**config.mk**
```make
export PLATFORM = sky130hd
export DESIGN_NAME = cache_coh_ctrl
export DESIGN_NICKNAME = d
export VERILOG_FILES = /design/src/rtl/coh_pkg.sv /design/src/rtl/coh_line_store.sv /design/src/rtl/coh_snoop_eval.sv /design/src/rtl/cache_coh_ctrl.sv
export SDC_FILE = /design/constraint.sdc
export NUM_CORES = 1
export LEC_CHECK = 0
export BUFFER_PORTS_ARGS = -buffer_cell sky130_fd_sc_hd__buf_2
export CORE_MARGIN = 2
export CORE_UTILIZATION = 50
export CTS_BUF_LIST = sky130_fd_sc_hd__clkbuf_8 sky130_fd_sc_hd__clkbuf_16
export DETAILED_ROUTE_END_ITERATION = 8
export MAX_ROUTING_LAYER = met4
export PLACE_DENSITY = 0.71
export RECOVER_POWER = 100
export SKIP_LAST_GASP = 1
export SYNTH_ARGS = -nofsm -noshare
export SYNTH_HDL_FRONTEND = slang
export SYNTH_SLANG_ARGS = --single-unit
```
**constraint.sdc**
```tcl
create_clock -name clk -period 5.1 [get_ports clk]
set_input_delay 1.02 -clock clk [delete_from_list [all_inputs] [get_ports clk]]
set_output_delay 1.02 -clock clk [all_outputs]
set_load 0.01 [all_outputs]
```
**src/rtl/coh_pkg.sv**
```systemverilog
package coh_pkg;
    typedef enum logic [1:0] {
        L_INV = 2'd0,
        L_SHD = 2'd1,
        L_EXC = 2'd2
    } lstate_e;

    typedef enum logic [1:0] {
        BC_NONE   = 2'd0,
        BC_RDMISS = 2'd1,
        BC_WRMISS = 2'd2,
        BC_WBACK  = 2'd3
    } bcmd_e;

    typedef enum logic [2:0] {
        C_IDLE = 3'd0,
        C_ARB  = 3'd1,
        C_WB   = 3'd2,
        C_MISS = 3'd3,
        C_FILL = 3'd4
    } cstate_e;
endpackage

```
**src/rtl/coh_line_store.sv**
```systemverilog
module coh_line_store
    import coh_pkg::*;
#(
    parameter int LINES = 4,
    parameter int TW    = 6,
    parameter int DW    = 8,
    localparam int IW   = $clog2(LINES)
) (
    input  logic           clk,
    input  logic           rst_n,
    input  logic           wr_en,
    input  logic [IW-1:0]  wr_idx,
    input  lstate_e        wr_state,
    input  logic [TW-1:0]  wr_tag,
    input  logic [DW-1:0]  wr_data,
    input  logic [IW-1:0]  a_idx,
    output lstate_e        a_state,
    output logic [TW-1:0]  a_tag,
    output logic [DW-1:0]  a_data,
    input  logic [IW-1:0]  b_idx,
    output lstate_e        b_state,
    output logic [TW-1:0]  b_tag,
    output logic [DW-1:0]  b_data
);
    lstate_e       st_arr  [LINES];
    logic [TW-1:0] tag_arr [LINES];
    logic [DW-1:0] dat_arr [LINES];

    for (genvar g = 0; g < LINES; g++) begin : g_line
        lstate_e       st_d,  st_q;
        logic [TW-1:0] tag_d, tag_q;
        logic [DW-1:0] dat_d, dat_q;

        always_comb begin
            st_d  = st_q;
            tag_d = tag_q;
            dat_d = dat_q;
            if (wr_en && (wr_idx == IW'(g))) begin
                st_d  = wr_state;
                tag_d = wr_tag;
                dat_d = wr_data;
            end
        end

        always_ff @(posedge clk) begin
            if (!rst_n) begin
                st_q  <= L_INV;
                tag_q <= '0;
                dat_q <= '0;
            end else begin
                st_q  <= st_d;
                tag_q <= tag_d;
                dat_q <= dat_d;
            end
        end

        assign st_arr[g]  = st_q;
        assign tag_arr[g] = tag_q;
        assign dat_arr[g] = dat_q;
    end

    assign a_state = st_arr[a_idx];
    assign a_tag   = tag_arr[a_idx];
    assign a_data  = dat_arr[a_idx];
    assign b_state = st_arr[b_idx];
    assign b_tag   = tag_arr[b_idx];
    assign b_data  = dat_arr[b_idx];
endmodule

```
**src/rtl/coh_snoop_eval.sv**
```systemverilog
module coh_snoop_eval
    import coh_pkg::*;
#(
    parameter int TW       = 6,
    parameter int IDW      = 2,
    parameter int AGENT_ID = 0
) (
    input  logic           snp_valid,
    input  logic [1:0]     snp_cmd,
    input  logic [TW-1:0]  snp_tag,
    input  logic [IDW-1:0] snp_src,
    input  lstate_e        line_state,
    input  logic [TW-1:0]  line_tag,
    output logic           act,
    output logic           upd,
    output lstate_e        new_state,
    output logic           abort
);
    logic hit;

    always_comb begin
        act       = snp_valid && (snp_src != IDW'(AGENT_ID));
        hit       = act && (line_state != L_INV) && (line_tag == snp_tag);
        upd       = 1'b0;
        abort     = 1'b0;
        new_state = line_state;
        if (hit) begin
            if (snp_cmd == BC_RDMISS && line_state == L_EXC) begin
                upd       = 1'b1;
                abort     = 1'b1;
                new_state = L_SHD;
            end else if (snp_cmd == BC_WRMISS) begin
                upd       = 1'b1;
                abort     = (line_state == L_EXC);
                new_state = L_INV;
            end
        end
    end
endmodule

```
**src/rtl/cache_coh_ctrl.sv**
```systemverilog
module cache_coh_ctrl
    import coh_pkg::*;
#(
    parameter int AW       = 8,
    parameter int DW       = 8,
    parameter int LINES    = 4,
    parameter int IDW      = 2,
    parameter int AGENT_ID = 0
) (
    input  logic           clk,
    input  logic           rst_n,
    input  logic           cpu_req,
    input  logic           cpu_we,
    input  logic [AW-1:0]  cpu_addr,
    input  logic [DW-1:0]  cpu_wdata,
    output logic [DW-1:0]  cpu_rdata,
    output logic           cpu_ready,
    output logic           bus_req,
    input  logic           bus_gnt,
    output logic           bus_valid,
    output logic [1:0]     bus_cmd,
    output logic [AW-1:0]  bus_addr,
    output logic [DW-1:0]  bus_wdata,
    input  logic           mem_rvalid,
    input  logic [DW-1:0]  mem_rdata,
    input  logic           snp_valid,
    input  logic [1:0]     snp_cmd,
    input  logic [AW-1:0]  snp_addr,
    input  logic [IDW-1:0] snp_src,
    output logic           snp_abort,
    output logic [DW-1:0]  snp_data
);
    localparam int IW = $clog2(LINES);
    localparam int TW = AW - IW;

    typedef struct packed {
        cstate_e       st;
        logic          we;
        logic [AW-1:0] addr;
        logic [DW-1:0] wdata;
        logic          abort;
        logic [DW-1:0] sdata;
    } ctl_t;

    ctl_t ctl_d, ctl_q;

    logic [IW-1:0] a_idx;
    lstate_e       a_state, b_state;
    logic [TW-1:0] a_tag, b_tag;
    logic [DW-1:0] a_data, b_data;
    logic          wr_en;
    logic [IW-1:0] wr_idx;
    lstate_e       wr_state;
    logic [TW-1:0] wr_tag;
    logic [DW-1:0] wr_data;
    logic          sn_act, sn_upd, sn_abort;
    lstate_e       sn_state;
    logic          snoop_en, tag_eq;

    coh_line_store #(.LINES(LINES), .TW(TW), .DW(DW)) u_store (
        .clk(clk), .rst_n(rst_n),
        .wr_en(wr_en), .wr_idx(wr_idx), .wr_state(wr_state),
        .wr_tag(wr_tag), .wr_data(wr_data),
        .a_idx(a_idx), .a_state(a_state), .a_tag(a_tag), .a_data(a_data),
        .b_idx(snp_addr[IW-1:0]), .b_state(b_state), .b_tag(b_tag), .b_data(b_data)
    );

    coh_snoop_eval #(.TW(TW), .IDW(IDW), .AGENT_ID(AGENT_ID)) u_snoop (
        .snp_valid(snp_valid), .snp_cmd(snp_cmd), .snp_tag(snp_addr[AW-1:IW]),
        .snp_src(snp_src), .line_state(b_state), .line_tag(b_tag),
        .act(sn_act), .upd(sn_upd), .new_state(sn_state), .abort(sn_abort)
    );

    assign a_idx = (ctl_q.st == C_IDLE) ? cpu_addr[IW-1:0] : ctl_q.addr[IW-1:0];

    always_comb begin
        ctl_d       = ctl_q;
        ctl_d.abort = 1'b0;
        wr_en       = 1'b0;
        wr_idx      = a_idx;
        wr_state    = a_state;
        wr_tag      = a_tag;
        wr_data     = a_data;
        cpu_ready   = 1'b0;
        cpu_rdata   = a_data;
        tag_eq      = 1'b0;
        snoop_en    = (ctl_q.st == C_IDLE) || (ctl_q.st == C_ARB);

        if (snoop_en && sn_act) begin
            if (sn_upd) begin
                wr_en    = 1'b1;
                wr_idx   = snp_addr[IW-1:0];
                wr_state = sn_state;
                wr_tag   = b_tag;
                wr_data  = b_data;
            end
            ctl_d.abort = sn_abort;
            ctl_d.sdata = b_data;
        end else begin
            case (ctl_q.st)
                C_IDLE: if (cpu_req) begin
                    tag_eq = (a_tag == cpu_addr[AW-1:IW]);
                    if (cpu_we && tag_eq && a_state == L_EXC) begin
                        cpu_ready = 1'b1;
                        wr_en     = 1'b1;
                        wr_data   = cpu_wdata;
                    end else if (!cpu_we && tag_eq && a_state != L_INV) begin
                        cpu_ready = 1'b1;
                    end else begin
                        ctl_d.st    = C_ARB;
                        ctl_d.we    = cpu_we;
                        ctl_d.addr  = cpu_addr;
                        ctl_d.wdata = cpu_wdata;
                    end
                end
                C_ARB: if (bus_gnt) begin
                    tag_eq   = (a_tag == ctl_q.addr[AW-1:IW]);
                    ctl_d.st = (a_state == L_EXC && !tag_eq) ? C_WB : C_MISS;
                end
                C_WB:   ctl_d.st = C_MISS;
                C_MISS: ctl_d.st = C_FILL;
                C_FILL: if (mem_rvalid) begin
                    wr_en     = 1'b1;
                    wr_state  = ctl_q.we ? L_EXC : L_SHD;
                    wr_tag    = ctl_q.addr[AW-1:IW];
                    wr_data   = ctl_q.we ? ctl_q.wdata : mem_rdata;
                    cpu_ready = 1'b1;
                    cpu_rdata = mem_rdata;
                    ctl_d.st  = C_IDLE;
                end
                default: ctl_d.st = C_IDLE;
            endcase
        end
    end

    always_ff @(posedge clk) begin
        if (!rst_n) begin
            ctl_q <= '{st: C_IDLE, default: '0};
        end else begin
            ctl_q <= ctl_d;
        end
    end

    assign bus_req   = (ctl_q.st != C_IDLE);
    assign bus_valid = (ctl_q.st == C_WB) || (ctl_q.st == C_MISS);
    assign bus_cmd   = (ctl_q.st == C_WB)   ? BC_WBACK :
                       (ctl_q.st == C_MISS) ? (ctl_q.we ? BC_WRMISS : BC_RDMISS) : BC_NONE;
    assign bus_addr  = (ctl_q.st == C_WB) ? {a_tag, ctl_q.addr[IW-1:0]} : ctl_q.addr;
    assign bus_wdata = (ctl_q.st == C_WB) ? a_data : ctl_q.wdata;
    assign snp_abort = ctl_q.abort;
    assign snp_data  = ctl_q.sdata;


    grant_first_chk: assert property (@(posedge clk) disable iff (!rst_n)
        $rose(bus_valid) |-> $past(bus_gnt));


    wb_then_miss_chk: assert property (@(posedge clk) disable iff (!rst_n)
        (bus_valid && bus_cmd == BC_WBACK) |=> (bus_valid && bus_cmd != BC_WBACK));


    abort_cause_chk: assert property (@(posedge clk) disable iff (!rst_n)
        snp_abort |-> ($past(snp_valid) && $past(snp_src) != IDW'(AGENT_ID)
                       && $past(snp_cmd) != BC_WBACK));


    ready_req_chk: assert property (@(posedge clk) disable iff (!rst_n)
        cpu_ready |-> cpu_req);


    hold_release_chk: assert property (@(posedge clk) disable iff (!rst_n)
        (cpu_ready && bus_req) |-> mem_rvalid);
endmodule

```
==> impl_results.md, run 1 <==
- Max transition margin: 0.1498
- Max VDD drop: approximately 0.17 mV
- Crit-path cells: clkbuf_1 > buf_4 > mux4_2 > xor2_1 > or4_4 > or4_1 > and4_2 > a21oi_1 > clkbuf_2 > mux2i_1
- Detailed placer's ending HPWL: 12.20 mm
- Max Cap Violations: 0
- CP startpoint: snp_addr[1]
- Least-Margin Pin Slew: between 1000 and 1500 ps
- Worst Hold Class: reg2reg
- IO Port Bufs: 80
- Vias in the first global route: approximately 4.9k
- Post-synth cell types: 55
- Post-CTS setup buffers: 0
- GRT Util Overall: 0.2751
- Total Wirelength: around 16 mm
- Worst path max stage delay: ~630 ps
- Row Count: 39
- PwrDens: between 200 and 300 mW/mm2
- Post-synthesis sequential element count: 93
- CORE AREA: between 0.01 and 0.015 mm2
- Hold_ws: 454.8 ps
- R2R Setup Slk: 760 ps
- Crit path kind: in2reg
- Lkg Pwr: roughly 2.6 nW
- R2R cell count: 11
- Reg2reg end: u_store.g_line[2].tag_q[4]
- Ys flop type: dfxtp_1
- FILL cells: 1046
- M1 GR Usage: 0.4136
- Hold Buf Count CTS: 0
- Fin crit share: 0.9026
- CTS tree: yes
- Synth Cell Area: between 0.005 and 0.006 mm2
- Final setup viols: 0
- Clock-pin slew on the worst setup and hold paths: about 70 ps
- Required @ worst endpoint: 5380 ps
- Fin area: approximately 0.0066 mm2
- Crit path capture: u_store.g_line[0].st_q[0]
- Wire per inst: 20.00 um
- RePlAce Congestion: 0.9426
- Fin crit period: about 4600 ps
- First-pass GRT wire length: between 20 and 30 mm
- Met2 usage: 0.3836
- CTS Buf Count: 9
- DR vias: approximately 5k
- Nets@finish: approximately 720
- TritonRoute pass-1 iters: 8
- CP endpoint kind: register
- Post-synth EDFFs: 0
- Post-CTS sizing: 0
- Largest net degree at the start of global routing: just over 80
- Die H: approximately 110 um
- Worst slack at placement: 557.2 ps
- Final-report hold violation count: 0
- RSZ-0062 raised after global routing: false
- # diodes: 0
- Detail Route Antenna Nets: 0
- Mapped Cells: roughly 620
- Clk buf depth: 2
- Busiest layer in global routing: met1
- Slew Limit Fails: 0
- CTS sink count: 93
- Worst EP arrival: just under 5000 ps
- RR Startpoint: ctl_q[26]
- Post-synth ARST share: 0
- Clock latency on the worst-skew pair: between 300 and 400 ps
- Setup Skew: between 9 and 10 ps
- CP Max Fanout: 16
- Via density: slightly above 6
- Final WS setup: between 400 and 500 ps
- Met3 usage: 0.04251
- TNS Setup: 0 ps
- Crit path max-delay cell type: or4_1
- Layout area overhead: 10.79%
- Fraction of layout cells with a size suffix above 1: 0.2261
- Drc violations: 0
- Die width: ~110 um
- Mapped Nets: around 660
- Post-synthesis sequential area ratio: 0.3110
- H-tree depth: 3
- Outcome: completed
- I/O Pins: between 80 and 90
- Global route total overflow: 0
- Initial antenna violation count: 0
- DP Area: between 0.006 and 0.007 mm2
- Yosys warning count: 0
- Syn avg cell area: roughly 9.7 um2
- FMAX: between 200 and 250 MHz
- Die area: 0.01286 mm2
- Root Buffer: clkbuf_16
- Number of DRC violations after detailed-routing iteration 0: around 500
- CP Launch Type: input port
- Initial Util: 0.5176
synth_stat cells (all sizes together), types with 4 or more instances:
cell / number / area [um2]
a21oi: 26 / 152.7
nand2: 112 / 420.4
xor2: 12 / 105.1
nand2b: 4 / 25.02
dfxtp: 93 / 1862
mux2: 32 / 360.3
nor2: 40 / 150.1
xnor2: 8 / 70.07
inv: 8 / 30.03
clkbuf: 25 / 93.84
nor2b: 4 / 25.02
nand3: 10 / 50.05
a31o: 4 / 35.03
a221o: 5 / 50.05
o311ai: 6 / 52.55
and3: 6 / 37.54
mux4: 37 / 833.3
mux2i: 99 / 991.0
o211ai: 10 / 75.07
o21ai: 11 / 62.56
nor3: 5 / 40.04
buf: 29 / 197.7
and2: 4 / 25.02
report_power, final:
part	total [mW]	internal [mW]	leakage, nW	switching [mW]
Combinational	0.228	0.0928	1.68	0.135
Clock	0.692	0.383	0.149	0.309
Sequential	0.756	0.737	0.751	0.0195
Total	1.68	1.21	2.58	0.464
final cells by class:
class	instances	area (um2)	area share
tap	143	178.9	0.02698
timing repair buffer	100	488.0	0.07358
multi-input combinational	463	3769	0.5683
clock inverter	7	75.07	0.01132
sequential	93	1862	0.2808
clock buffer	9	225.2	0.03396
inverter	9	33.78	0.005094
metal layers:
layer / vias to the layer above / routed length, um
met3: 18 / 1193
met4: 0 / 223
met1: 2426 / 7877
met5: - / 0
met2: 223 / 7184
li1: 2342 / -
worst min-delay path by stage:
| stage | from | to | cells after the start | slack, ps |
|---|---|---|---|---|
| floorplan | snp_data[0] | snp_data[0] | 2 | 440 |
| global placement | snp_data[6] | snp_data[6] | 2 | 440 |
| detailed placement | snp_data[3] | snp_data[3] | 2 | 450 |
| CTS | snp_data[3] | snp_data[3] | 2 | 460 |
| global route | snp_data[3] | snp_data[3] | 2 | 470 |
| finish | snp_data[0] | snp_data[0] | 2 | 450 |
worst max-delay path, delay by kind of cell:
family                    cells  cell delay [ps]
xor gates and xnor gates      1              160
and+or+nand+nor               3             1480
buffers and inverters         3             1010
muxes                         2              620
AOI/OAI and AO/OA             1              590
through the flow:
stage | utilization | cells | total power, mW
final | 0.5734 | 824 | 1.676
after global routing | 0.5734 | 824 | 1.738
after CTS | 0.5825 | 824 | 1.693
after detailed placement | 0.5565 | 808 | 1.004
after global placement | 0.5565 | 808 | 0.9988
after floorplan | - | 619 | 0.9285
cells in the final DEF, fill, tap and decap left out, types with 5 or more instances in the layout:
master	count
a21oi_1	25
nor2_1	40
o21ai_0	11
dfxtp_1	93
buf_4	15
mux4_2	37
clkbuf_16	9
and3_1	6
nand2_1	112
xor2_1	12
o311ai_1	5
clkbuf_1	40
mux2_2	28
xnor2_1	8
mux2i_1	99
nand3_1	10
buf_2	44
a221o_1	5
inv_1	9
o211ai_1	10
sequential cells by signal (all words and copies together), names as in the netlist:
name and count:
u_store.g_line.tag_q 24, snp_abort 1, u_store.g_line.st_q 8, ctl_q 20, snp_data 8, u_store.g_line.dat_q 32
logic make-up (layout without fill, tap and decap cells):
logic type	count (synthesis)	in the layout	synth area share
flip-flops	93	93	0.3110
AO/OA/AOI/OAI	74	74	0.08905
buffers and inverters	63	125	0.05435
AND/OR/NAND/NOR	201	201	0.1513
multiplexers	168	168	0.3650
XOR/XNOR	20	20	0.02926
(Power assumes the default switching activity.)
==> inputs of run 2 (changes only) <==
--- a/config.mk
+++ b/config.mk
@@ -6,9 +6,9 @@
 export NUM_CORES = 1
 export LEC_CHECK = 0
 export BUFFER_PORTS_ARGS = -buffer_cell sky130_fd_sc_hd__buf_2
-export CORE_MARGIN = 2
 export CORE_UTILIZATION = 50
 export CTS_BUF_LIST = sky130_fd_sc_hd__clkbuf_8 sky130_fd_sc_hd__clkbuf_16
+export CTS_CLUSTER_SIZE = 14
 export DETAILED_ROUTE_END_ITERATION = 8
 export MAX_ROUTING_LAYER = met4
 export PLACE_DENSITY = 0.71
@@ -16,4 +16,5 @@
 export SKIP_LAST_GASP = 1
 export SYNTH_ARGS = -nofsm -noshare
 export SYNTH_HDL_FRONTEND = slang
+export SYNTH_HIERARCHICAL = 1
 export SYNTH_SLANG_ARGS = --single-unit
==> run 2 against run 1 <==
Against the previous run: the flow now finishes with violations (capacitance limit, slew limit); cell count decreased by 1.3%; combinational power about the same; non-clock buffer count decreased by 6; sequential share of layout area increased by 0.78 points; register-to-register slack got worse by 270 ps; via count decreased by 4.6%; synthesized cell count unchanged; routed wire length decreased by 11%; total power increased by 3.3%; design area decreased by 2.7%; clock skew about the same; worst setup slack got worse by 130 ps; critical path type is now reg2out.
==> impl_results.md, run 2 <==
- Outcome: finished with violations
- Failing checks: capacitance limit, slew limit
- CP Max Fanout: 17 (+1)
- Initial antenna violation count: 0 (unchanged)
- Ys flop type: dfxtp_1
- Layout area overhead: 10.27%
- Die H: 110.2 um (-2.9%)
- CTS Buf Count: 9 (unchanged)
- Cell mode on critical path: buf_4
- Detail Route Antenna Nets: 0 (unchanged)
- Final-report hold violation count: 0 (unchanged)
- TNS Setup: 0 ps (unchanged)
- Final setup viols: 0 (unchanged)
- Drc violations: 0 (unchanged)
- Worst path max stage delay: 640 ps (about the same)
- R2R Setup Slk: 490 ps (-270 ps)
- Fin crit share: 0.9285 (+0.02586)
- Most frequent cells in the layout: nand2_1, dfxtp_1, mux2i_1
- Mux contribution to synthesized area: 0.3197 (-0.04525)
- Top Registers: u_store/g_line.dat_q x32, u_store/g_line.tag_q x24, ctl_q x20
- Largest net degree at the start of global routing: 92 (+12%)
- Synth Cell Area: 0.005851 mm2 (-2.3%)
- Mapped Nets: 662 (unchanged)
- Slew Limit Fails: 92 (+92)
- Row Count: 39 (unchanged)
- Required @ worst endpoint: 4080 ps (-1300 ps)
- Main combinational cell family by area after synthesis: multiplexers
- DR vias: 4777 (-4.6%)
- Post-synthesis sequential area ratio: 0.3182 (+0.007184)
- PwrDens: 268.5 mW/mm2 (+6.2%)
- Post-synth ARST share: 0 (unchanged)
- DP Area: 0.006188 mm2 (-3.8%)
- RR Startpoint: ctl_q[26]
- Synth top cells by count: nand2_1, dfxtp_1, mux2i_1
- Fin area: 0.006451 mm2 (-2.7%)
- R2R cell count: 13 (+2)
- Adder-cell share of the synthesized area: 0 (unchanged)
- Die width: 110.2 um (-2.9%)
- Vias in the first global route: 4449 (-8.5%)
- Clk buf depth: 2 (unchanged)
- Synth Area in Compound Gates: 0.09196 (+0.002912)
- RePlAce Congestion: 0.9756 (+3.5%)
- Least-Margin Pin Slew: 3713 ps (+2438 ps)
- Crit path max-delay cell type: mux4_2
- CTS sink count: 93 (unchanged)
- CTS tree: yes
- Setup Skew: 9.615 ps (-0.2420 ps)
- Most common cell in the netlist: nand2_1
- First-pass GRT wire length: 22.84 mm (-15%)
- Mapped Cells: 619 (unchanged)
- Post-synthesis sequential element count: 93 (unchanged)
- Largest register by flop count: u_store/g_line.dat_q
- Max VDD drop: 0.1960 mV (+15%)
- Simple-gate share of the synthesized area: 0.1698 (+0.01847)
- Hold Startpoint: snp_data[2]
- Top post-synthesis cells by area: dfxtp_1, mux2i_1, mux4_2
- Reg2reg end: u_store/g_line[0].tag_q[3]
- Global route total overflow: 0 (unchanged)
- TritonRoute pass-1 iters: 5 (-3)
- Register area: 0.001862 mm2 (unchanged)
- Worst Hold Depth: 2 (unchanged)
- Max reg flops: 32 (unchanged)
- CP endpoint kind: output port
- Synth top area share: 0.3182 (+0.007184)
- Post-synth top area cell: dfxtp_1
- Fraction of layout cells with a size suffix above 1: 0.2104 (-0.01569)
- Root Buffer: clkbuf_16
- Clock-pin slew on the worst setup and hold paths: 70 ps (about the same)
- Via density: 5.876 (-3.3%)
- Hold path endpoint: snp_data[2]
- H-tree depth: 3 (unchanged)
- Max Cap Violations: 1 (+1)
- CORE AREA: 0.01142 mm2 (-1.3%)
- Commonest non-fill, non-tap cell in the layout: nand2_1
- FILL cells: 1028 (-1.7%)
- # diodes: 0 (unchanged)
- GRT Util Overall: 0.2541 (-0.02097)
- Initial Util: 0.5124 (-0.005199)
- Crit-path cells: or2_1 > nor2_1 > buf_4 > mux2_4 > mux4_2 > xnor2_1 > and4_1 > buf_4 > nand4_1 > a21oi_1 > buf_2
- Detailed placer's ending HPWL: 10.53 mm (-14%)
- FMAX: 211.2 MHz (-2.8%)
- Worst EP arrival: 3720 ps (-1160 ps)
- Hold_ws: 468.7 ps (+13.85 ps)
- I/O Pins: 81 (unchanged)
- Die area: 0.01214 mm2 (-5.6%)
- RSZ-0062 raised after global routing: false
- Crit path kind: reg2out
- Syn avg cell area: 9.452 um2 (-2.3%)
- Post-synth cell types: 54 (-1.8%)
- Lkg Pwr: 2.794 nW (+8.1%)
- Worst Hold Class: reg2reg
- Yosys warning count: 6 (+6)
- Max transition margin: -1.475 (-1.625)
- CP Launch Type: register
- IO Port Bufs: 80 (unchanged)
- Wire per inst: 18.02 um (-9.9%)
- Number of DRC violations after detailed-routing iteration 0: 473 (-6.2%)
- Post-synth EDFFs: 0 (unchanged)
- Clock latency on the worst-skew pair: 340 ps (-20 ps)
- Total Wirelength: 14.65 mm (-11%)
- XOR/XNOR share of the synthesized area: 0.02844 (-0.0008211)
- Multi-input gate area: 0.003571 mm2 (-5.2%)
- Nets@finish: 708 (-1.5%)
- Fin crit period: 4735 ps (+131.9 ps)
run 2: cell types whose count changed after synthesis, sizes merged, moves of 7 or more:
cell    delta
a21boi     +8
a21oi     -15
a221oi     +8
buf       +11
mux2       -7
mux2i     -13
nand2     +43
nor2      -30
o22ai      +7
run 2: layout make-up:
class	instances	area share
inverters	14	0.008146
clock buffers	10	0.03704
repair buffers	94	0.07060
flip-flops and latches	93	0.2886
clock inverters	6	0.01435
well taps	143	0.02773
multi-input cells	453	0.5535
run 2: worst max path at each step:
stage	slack [ps]	endpoint	start	cells after the start
after global placement	620	u_store/g_line[0].tag_q[4]	cpu_addr[1]	10
after detailed placement	510	u_store/g_line[0].st_q[1]	cpu_addr[1]	10
after CTS	320	cpu_ready	ctl_q[27]	10
after global routing	80	cpu_ready	ctl_q[26]	11
after floorplan	760	u_store/g_line[0].dat_q[3]	snp_addr[1]	14
final	360	cpu_ready	ctl_q[26]	11
run 2: kinds of logic after synthesis:
group,Yosys count
and+or+nand+nor,214
AOI/OAI and AO/OA,77
muxes,143
buffers and inverters,73
DFF,93
xor gates and xnor gates,19
run 2: what timing repair did:
item,4_1_cts,5_1_grt
endpoints found under the setup margin,0,1
hold buffers,0,0
hold endpoints to repair,0,0
resized for setup,0,1
buffers inserted,0,0
run 2: worst max-delay path, delay by kind of cell, from the launching register on:
family	cells	cell delay [ps]
multiplexers	2	1060
AND/OR/NAND/NOR	4	840
buffers and inverters	3	540
flip-flops	1	510
XOR/XNOR	1	210
AO/OA/AOI/OAI	1	200
run 2: metrics by stage:
stage	total power, mW	setup slack, ps	instances	util
after global placement	0.9973	623.1	797	0.5420
after global routing	1.798	76.22	813	0.5650
after CTS	1.744	319.1	813	0.5710
after detailed placement	1.001	508.8	797	0.5420
final	1.732	364.8	813	0.5650
after floorplan	0.9436	761.9	619	-
run 2: per-layer routing:
| layer | global-route usage | wire [um] |
|---|---|---|
| met1 | 0.3411 | 6673 |
| met2 | 0.3996 | 6864 |
| met3 | 0.03292 | 850 |
| met4 | 0.08177 | 265 |
| met5 | - | 0 |
run 2: where the power goes:
| group | total [mW] | internal [mW] | switching, mW |
|---|---|---|---|
| registers | 0.754 | 0.737 | 0.0170 |
| logic | 0.231 | 0.0981 | 0.133 |
| clock network | 0.746 | 0.448 | 0.299 |
==> inputs of run 3 (changes only) <==
==> constraint.sdc (replaced) <==
create_clock -name clk -period 5.9 [get_ports clk]
set_input_delay 1.18 -clock clk [delete_from_list [all_inputs] [get_ports clk]]
set_output_delay 1.18 -clock clk [all_outputs]
set_load 0.01 [all_outputs]
==> run 3 against run 2 <==
Against the previous run: the flow still finishes with violations (capacitance limit, slew limit); cell count shrank 0.37%; routed wire length rose by 1.1%; count of clock-buffer cells in the layout stayed put; sequential power shrank 14%; total power down 17%; register-to-register slack gained 170 ps; non-clock buffer count shrank 3; die area did not move; worst setup slack improved by 68 ps; first-iteration DRC count shrank 7.4%; critical path type unchanged.
==> impl_results.md, run 3 (synthesis results as in run 2) <==
- Die area: 0.01214 mm2 (unchanged)
- CORE AREA: 0.01142 mm2 (unchanged)
- Global route total overflow: 0 (unchanged)
- Final Power: 1.444 mW (-17%)
- RSZ-0062 raised after global routing: false
- CTS sink count: 93 (unchanged)
- Outcome: finished with violations
- Via density: 5.932 (+0.96%)
- IO Port Bufs: 80 (unchanged)
- CTS Buf Count: 9 (unchanged)
- Initial antenna violation count: 0 (unchanged)
- Number of DRC violations after detailed-routing iteration 0: 438 (-7.4%)
- CP Max Fanout: 17 (unchanged)
- TNS Setup: 0 ps (unchanged)
- Largest net degree at the start of global routing: 70 (-24%)
- Least-Margin Pin Slew: 2860 ps (-853.6 ps)
- Max reg flops: 32 (unchanged)
- TritonRoute pass-1 iters: 5 (unchanged)
- PwrDens: 226.0 mW/mm2 (-16%)
- Commonest non-fill, non-tap cell in the layout: nand2_1
- Top Registers: u_store/g_line.dat_q x32, u_store/g_line.tag_q x24, ctl_q x20
- Clock-pin slew on the worst setup and hold paths: 70 ps (about the same)
- Layout area overhead: 9.196%
- Crit path kind: reg2out
- GRT Util Overall: 0.2503 (-0.003803)
- Die H: 110.2 um (unchanged)
- Clk buf depth: 2 (unchanged)
- Post-CTS setup buffers: 0 (unchanged)
- Clock latency on the worst-skew pair: 340 ps (about the same)
- CTS tree: yes
- FMAX: between 150 and 200 MHz
- CP endpoint kind: output port
- Largest register by flop count: u_store/g_line.dat_q
- Crit path max-delay cell type: mux2_2
- Fraction of layout cells with a size suffix above 1: 0.1964 (-0.01405)
- M1 GR Usage: 0.3304 (-0.01078)
- Max VDD drop: 0.1894 mV (-3.4%)
- Drc violations: 0 (unchanged)
- Final-report hold violation count: 0 (unchanged)
- Busiest layer in global routing: met2
- RePlAce Congestion: 0.8701 (-11%)
- H-tree depth: 3 (unchanged)
- Post-CTS sizing: 0 (unchanged)
- Worst EP arrival: 4290 ps (+570 ps)
- Final setup viols: 0 (unchanged)
- Lkg Pwr: 2.740 nW (-2.0%)
- Root Buffer: clkbuf_16
- Failing checks: capacitance limit, slew limit
- Fin crit period: between 5000 and 6000 ps
- Row Count: 39 (unchanged)
- Detailed placer's ending HPWL: 10.71 mm (+1.8%)
- I/O Pins: 81 (unchanged)
- Wire per inst: 18.29 um (+1.5%)
- RR Startpoint: ctl_q[27]
- DR vias: 4805 (+0.59%)
- Setup Skew: 6.579 ps (-3.036 ps)
- Met2 usage: 0.4004 (+0.0008929)
- Nets@finish: 705 (-0.42%)
- R2R Setup Slk: 660 ps (+170 ps)
- # diodes: 0 (unchanged)
- Hold Startpoint: snp_data[5]
- CP Launch Type: register
- Fin crit share: 0.9267
- Total Wirelength: 14.81 mm (+1.1%)
- CP startpoint: ctl_q[27]
- Vias in the first global route: 4372 (-1.7%)
- Slew Limit Fails: 70 (-24%)
- Initial Util: 0.5124 (unchanged)
- Worst path max stage delay: 670 ps (+30 ps)
- Die width: 110.2 um (unchanged)
- Crit-path cells: or2_0 > nor2_2 > buf_4 > mux2_2 > mux4_2 > xnor2_1 > and4_1 > nand4_1 > a21oi_1 > clkbuf_1
- Hold Buf Count CTS: 0 (unchanged)
- Most frequent cells in the layout: nand2_1, dfxtp_1, mux2i_1
- Multi-input gate area: 0.003568 mm2 (about the same)
- Register area: 0.001862 mm2 (unchanged)
- Detail Route Antenna Nets: 0 (unchanged)
- Met3 usage: 0.03645 (+0.003527)
- First-pass GRT wire length: 22.40 mm (-1.9%)
- Required @ worst endpoint: 4720 ps (+640 ps)
- FILL cells: 1051 (+2.2%)
- Worst Hold Class: reg2reg
- Max transition margin: -0.9064 (+0.5690)
- Max Cap Violations: 1 (unchanged)
run 3: cell types whose count changed in the layout (fill, tap and decap cells not counted), moves of 2 or more:
cell | previous run | this run
clkbuf_1 | 34 | 41
buf_4 | 11 | 6
buf_2 | 46 | 42
clkinv_4 | 0 | 2
run 3: final timing paths:
check	endpoint	depth (start not counted)
worst max register to register	u_store/g_line[1].dat_q[6]	12
worst max-delay path	cpu_ready	10
worst min-delay path	snp_data[5]	2
worst min register to register	snp_data[5]	2
run 3: stage by stage:
step / setup WS (ps) / instance area, um2 / hold WS, ps / util / instances
global placement: 1022 / 6153 / 452.1 / 0.5389 / 794
global route: 210.3 / 6389 / 497.4 / 0.5595 / 810
finish: 432.4 / 6389 / 471.4 / 0.5595 / 810
floorplan: 1402 / 5851 / 441.8 / - / 619
CTS: 642.9 / 6461 / 472.2 / 0.5659 / 810
detailed placement: 913.6 / 6153 / 461.4 / 0.5389 / 794
run 3: routing by layer:
| layer | wire length (um) | up-vias |
|---|---|---|
| li1 | - | 2290 |
| met5 | 0 | - |
| met3 | 876 | 8 |
| met1 | 6820 | 2333 |
| met4 | 106 | 0 |
| met2 | 7008 | 174 |
run 3: report_power, final:
group / switching [mW] / internal, mW
clock network: 0.250 / 0.343
logic: 0.116 / 0.0830
registers: 0.0145 / 0.638
total: 0.380 / 1.06
run 3: layout make-up:
cell class / instances / area share
timing repair buffer: 91 / 0.06561
inverter: 14 / 0.008226
sequential: 93 / 0.2914
clock buffer: 10 / 0.03741
multi-input combinational: 453 / 0.5586
clock inverter: 6 / 0.01077
tap: 143 / 0.02801
run 3: critical path, delay by kind of cell (launching register included):
kind,cells,cell delay (ps)
muxes,2,1310
xor gates and xnor gates,1,230
AOI/OAI and AO/OA,1,230
DFF,1,510
and+or+nand+nor,4,1270
buffers and inverters,2,390
